## src/rtl/sac_pkg.sv

```systemverilog
package sac_pkg;

    typedef enum logic [1:0] {
        ATTR_NS  = 2'd0,
        ATTR_NSC = 2'd1,
        ATTR_S   = 2'd2
    } attr_e;

    typedef enum logic [1:0] {
        CAUSE_NONE    = 2'd0,
        CAUSE_DATA    = 2'd1,
        CAUSE_BRANCH  = 2'd2,
        CAUSE_GATEWAY = 2'd3
    } cause_e;

    localparam logic [1:0] KIND_BASE  = 2'd0;
    localparam logic [1:0] KIND_LIMIT = 2'd1;
    localparam logic [1:0] KIND_CTRL  = 2'd2;

    localparam int GRAN_BITS = 5;

    function automatic attr_e attr_max(attr_e a, attr_e b);
        return (a > b) ? a : b;
    endfunction

endpackage

```

## src/rtl/sac_attr_lookup.sv

```systemverilog
module sac_attr_lookup #(
    parameter int               ADDR_W         = 32,
    parameter int               NUM_REGIONS    = 4,
    parameter int               IDX_W          = 2,
    parameter logic [15:0]      FIXED_NS_MASK  = 16'h00F0,
    parameter logic [15:0]      FIXED_NSC_MASK = 16'h0002,
    parameter int               BLK_W          = ADDR_W - sac_pkg::GRAN_BITS
) (
    input  logic [ADDR_W-1:0]                 addr,
    input  logic                              table_en,
    input  logic [NUM_REGIONS-1:0][BLK_W-1:0] reg_base,
    input  logic [NUM_REGIONS-1:0][BLK_W-1:0] reg_limit,
    input  logic [NUM_REGIONS-1:0]            reg_en,
    input  logic [NUM_REGIONS-1:0]            reg_nsc,
    output sac_pkg::attr_e                    attr,
    output logic                              hit,
    output logic [IDX_W-1:0]                  idx,
    output logic                              hit_nsc
);
    import sac_pkg::*;

    localparam int SLICE_LSB = ADDR_W - 4;

    logic [BLK_W-1:0] blk;
    logic [3:0]       slice;
    logic [NUM_REGIONS-1:0] match;
    attr_e            fixed_attr;
    attr_e            tbl_attr;
    logic             any_hit;
    logic [IDX_W-1:0] hit_idx;
    logic             sel_nsc;
    logic             unused_low_bits;

    assign blk             = addr[ADDR_W-1:GRAN_BITS];
    assign slice           = addr[ADDR_W-1:SLICE_LSB];
    assign unused_low_bits = ^addr[GRAN_BITS-1:0];

    for (genvar g = 0; g < NUM_REGIONS; g++) begin : g_cmp
        assign match[g] = reg_en[g] && (blk >= reg_base[g]) && (blk <= reg_limit[g]);
    end

    always_comb begin
        any_hit = 1'b0;
        hit_idx = '0;
        sel_nsc = 1'b0;
        for (int i = NUM_REGIONS - 1; i >= 0; i--) begin
            if (match[i]) begin
                any_hit = 1'b1;
                hit_idx = i[IDX_W-1:0];
                sel_nsc = reg_nsc[i];
            end
        end
    end

    always_comb begin
        if (FIXED_NSC_MASK[slice]) begin
            fixed_attr = ATTR_NSC;
        end else if (FIXED_NS_MASK[slice]) begin
            fixed_attr = ATTR_NS;
        end else begin
            fixed_attr = ATTR_S;
        end
    end

    always_comb begin
        if (!any_hit) begin
            tbl_attr = ATTR_S;
        end else if (sel_nsc) begin
            tbl_attr = ATTR_NSC;
        end else begin
            tbl_attr = ATTR_NS;
        end
    end

    assign attr    = table_en ? attr_max(tbl_attr, fixed_attr) : fixed_attr;
    assign hit     = table_en && any_hit;
    assign idx     = table_en ? hit_idx : '0;
    assign hit_nsc = table_en && any_hit && sel_nsc;

endmodule

```

## config.mk

```make
export PLATFORM = sky130hd
export DESIGN_NAME = sac_attr_lookup
export DESIGN_NICKNAME = d
export VERILOG_FILES = /design/src/rtl/sac_pkg.sv /design/src/rtl/sac_attr_lookup.sv
export SDC_FILE = /design/constraint.sdc
export NUM_CORES = 1
export LEC_CHECK = 0
export BUFFER_PORTS_ARGS = -buffer_cell sky130_fd_sc_hd__buf_4
export CELL_PAD_IN_SITES_DETAIL_PLACEMENT = 2
export CELL_PAD_IN_SITES_GLOBAL_PLACEMENT = 2
export CORE_MARGIN = 2
export CORE_UTILIZATION = 26
export DETAILED_ROUTE_END_ITERATION = 8
export MAX_ROUTING_LAYER = met4
export PLACE_DENSITY_LB_ADDON = 0.1
export SLEW_MARGIN = 40
export SYNTH_ARGS = -nofsm -noshare
export SYNTH_HDL_FRONTEND = slang
export SYNTH_SLANG_ARGS = --single-unit
```

## constraint.sdc

```tcl
create_clock -name vclk -period 6.1
set_input_delay 1.22 -clock vclk [all_inputs]
set_output_delay 1.22 -clock vclk [all_outputs]
set_load 0.005 [all_outputs]
```

Word level (Yosys, flattened, before mapping)
Memories as Yosys holds them, arrays and structs flattened.
Index checks and enable logic that the tools add are counted.
{"block": "word_totals", "word_cells": 43, "ff_bits": 0, "rom_bits": 32, "output_inout_bits": 6, "latch_bits": 0, "mem_bits_rw": 0, "inputBits": 257, "memories": 2}
{"block": "op_classes", "muxes": 21, "shifts": 0, "bitwise": 0, "add_sub_neg": 0, "eq_ne": 0, "multipliers": 0, "div": 0, "n_reduce_logical": 10, "n_lt_le_gt_ge": 10}
{"name": "(no name shown)", "depth": 16, "width": 1, "read_ports": 1, "rd_clocked_by_memory_dff": 0, "wr": 0, "line_no": "sac_attr_lookup.sv:58", "rtl": "end else if (FIXED_NS_MASK[slice]) begin"}
{"name": "(no name shown)", "depth": 16, "width": 1, "read_ports": 1, "rd_clocked_by_memory_dff": 0, "wr": 0, "line_no": "sac_attr_lookup.sv:56", "rtl": "if (FIXED_NSC_MASK[slice]) begin"}
{"operator": "27-bit >= comparator", "n": 4}
{"operator": "27-bit <= comparator", "n": 4}
{"operator": "2-bit two-way mux", "n": 10}
{"operator": "1-bit two-way mux", "n": 11}
{"operator": "1-bit logical AND", "n": 10}
{"operator": "4-bit by 5-bit < comparator with 1-bit output, second input constant", "n": 1}
{"operator": "2-bit greater-than comparator", "n": 1}

Logic depth before layout (Yosys ltp)
{"block": "depth", "ltp_word": 12, "ltp_mapped": 16, "ltp_nobuf": 16}

Worst setup path before layout
No wires, ideal clock.
{"block": "synth_path", "kind": "in2out", "start": "input port addr[5]", "end": "output port attr[0]", "path_slack_ns": 0.898, "cell_stages": 15, "arrival_ns": 3.982, "t_required_ns": 4.880, "n_path_buf": 0, "cell_sequence": "inv_1 ha_1 nand2b_1 a21o_1 a211o_1 a211o_1 a21oi_2 a211oi_4 nor3b_2 inv_1 ha_1 nor2_1 o221ai_1 a211o_1 o21a_1"}
{"block": "synth_between", "elab_chain_cells": 12, "elab_cells_between_ends": 29, "cone_classes": "9 x order compare; 12 x mux; 8 x reduce/logical"}
{"item": "start, declared", "line_no": "sac_attr_lookup.sv:9", "rtl": "input logic [ADDR_W-1:0] addr,"}
{"item": "27-bit >= comparator", "line_no": "sac_attr_lookup.sv:39", "rtl": "assign match[g] = reg_en[g] && (blk >= reg_base[g]) && (blk <= reg_limit[g]);"}
{"item": "1-bit logical AND (2 in a row)", "line_no": "sac_attr_lookup.sv:39"}
{"item": "1-bit two-way mux (4 in a row)", "line_no": "sac_attr_lookup.sv:47", "rtl": "if (match[i]) begin"}
{"item": "1-bit two-way mux", "line_no": "sac_attr_lookup.sv:68", "rtl": "end else if (sel_nsc) begin"}
{"item": "2-bit two-way mux *", "line_no": "sac_attr_lookup.sv:66", "rtl": "if (!any_hit) begin"}
{"item": "2-bit greater-than comparator", "line_no": "sac_pkg.sv:23", "rtl": "return (a > b) ? a : b;"}
{"item": "2-bit two-way mux *", "line_no": "sac_pkg.sv:23"}
{"item": "2-bit two-way mux *", "line_no": "sac_attr_lookup.sv:75", "rtl": "assign attr = table_en ? attr_max(tbl_attr, fixed_attr) : fixed_attr;"}
{"item": "end, declared", "line_no": "sac_attr_lookup.sv:15", "rtl": "output sac_pkg::attr_e attr,"}
Mark *: on every way between the ends. The rest lies on a longest branch, timed or not.

Worst setup path in the final report
{"block": "layout_path", "start": "input port addr[21]", "end": "output port attr[0]"}
Same word-level chain as after synthesis.

==> out/results.ini <==
[worst_setup_path]
crit_path_end_kind = primary output
path_delay_family = simple AND/OR/NAND/NOR gates
crit_type = primary input to primary output
cpMostUsedCell = buf_4
required_ns = 4.88
startpoint_type = primary input
crit_arrival_ns = 4.66
critPathBufInv = 4
critPathMaxStageDelay_ns = 0.42
crit_chain = buf_4, ha_1, nand4_1, or3_1, nor3_2, o311a_1, a211o_1, a211oi_4, buf_4, nor3b_2, inv_1, ha_1, nor2_1, o221ai_2, a211o_1, o21a_1, buf_4
path_max_fanout = 8
cp_slowest_cell = or3_1

[power]
ir_drop_v = 0.0000282
powerDensity_nw_per_um2 = 67.6
leakage_nw = 4.92
p_total_uw = 548

[detailed_routing]
ant_nets = 0
routed_wl_mm = 23.5
routedWlPerCell_microns = 17.3
wl_met1_mm = 10.3
drt_iter0_drc = 80
dr_total_vias = 6511
vias_per_cell = 4.82
wl_met2_mm = 12.0
drc = 0
firstDrtPassIters = 4
wl_met3_microns = 980
top_layer = met4

[place]
portBuffers = 258
dp_hpwl_mm = 21.3
place_congestion = 0.837

[synth]
syn-num-nets = 1277
syn_area_sq_um = 5700
ys_types = 57
syn_inst = 801
yosys_warnings = 0
syn_avg_cell_area_sq_um = 7.11
ys_seq_area_share_pct = 0

[layout]
drive_above_1_share_pct = 27.3
nClkBuffers = 0
design.seq.count = 0
syn_to_final_growth_pct = 42.3
regArea_sq_um = 0
postLayoutCoreUtil_pct = 37.4
antenna-diode-count = 0
nets = 1550

[sta]
fin_crit_sh_pct = 96.4
slew_headroom_pct = 66.4
tightest_slew_ns = 0.501
period_needed_ns = 5.88
hold_viol_final = 0
rsz0062_at_grt = false
finalSetupTns_ns = 0
finalSetupViolCount = 0
max_freq_mhz = 170
slew_violations = 0

[grt]
overflow = 0
antenna_found_initial = 0
grt_max_degree = 11
grt_util_all_layers_pct = 20.7
grt_pass1_wl_mm = 37.5
grt_pass1_vias = 7218

[flow_run]
maxCapViolCount = 0

[run_status]
status = finished clean

[floorplan]
die_height_microns = 152
core-area_sq_um = 21700
start_util_pct = 26.3
io_pins = 263
dieArea_sq_um = 23100
row_count = 54
die_w_microns = 152

[clock_tree]
hold_buffers = 0

[hold_path]
worstHoldPathType = primary input to primary output

-- cell families (layout without fill, tap and decap cells) --
group | after synthesis | count (layout) | synth area share, %
buf+inv | 221 | 492 | 14.6
compound gates | 193 | 193 | 21.8
mux | 1 | 1 | 0.176
fa+ha+maj | 219 | 219 | 48.1
simple gates | 167 | 167 | 15.4
-- cell type report --
class,count,area [sq um]
inverter,221,833
multi-input combinational,580,4890
fill,2615,13600
tap,280,350
timing repair buffer,271,2030
-- worst paths after layout --
path | start | end | slack [ns] | depth (start not counted)
worst min-delay path | table_en | attr[1] | 2.77 | 3
worst max-delay path | addr[21] | attr[0] | 0.22 | 17
-- stage by stage --
step	cells	hold WS [ns]	setup slack [ns]	instance area, sq um
after floorplan	801	2.50	0.898	5700
after global placement	1346	2.76	0.182	8040
after detailed placement	1346	2.77	0.110	8040
after CTS	1346	2.77	0.0931	8040
after global routing	1352	2.79	0.0229	8110
final	1352	2.77	0.219	8110
-- routing by layer --
layer	vias to the layer above	global-route usage, %
met4	0	1.11
met2	137	38.6
met5	-	-
met3	6	2.37
met1	3036	24.9
li1	3332	-
-- layout by cell type (no fill, tap or decap), types with 5 or more instances in the layout --
cell type  Yosys  final
a211o_1        5      5
a211oi_1      11     11
a21o_1        21     21
a21oi_1       73     73
buf_4          0    271
ha_1         219    219
inv_1        221    220
nand2_1       41     41
nand2b_1       5      5
nand3_1       23     23
nand4_1       31     31
nor2_1        24     24
nor2b_1       11     11
nor3_1        14     14
o211ai_1       6      6
o21ai_0       39     38
-- Yosys cell counts, drive strengths merged, types with 3 or more instances --
master,count,area (sq um)
o21a,4,30.0
nor2,24,90.1
a211o,5,43.8
nor4,3,18.8
inv,221,830
o211ai,6,45.0
nand2b,5,31.3
ha,219,2740
a21oi,74,374
nand3,23,115
o21ai,39,195
nor2b,11,68.8
a31oi,3,25.0
nand2,41,154
a21o,22,166
a211oi,13,115
nand4,32,206
nor3,15,80.1
-- what timing repair did --
item / 4_1_cts / 5_1_grt
resized for setup: 0 / 6
buffers inserted: 0 / 6
endpoints found under the setup margin: 0 / 1
-- where the power goes --
| part | switching (mW) | leakage (nW) | total (mW) | internal (mW) |
|---|---|---|---|---|
| Combinational | 0.269 | 4.92 | 0.548 | 0.279 |
| Clock | 0 | 0 | 0 | 0 |
| Sequential | 0 | 0 | 0 | 0 |
| Total | 0.269 | 4.92 | 0.548 | 0.279 |
No activity file was read; power rests on OpenSTA's default activity.
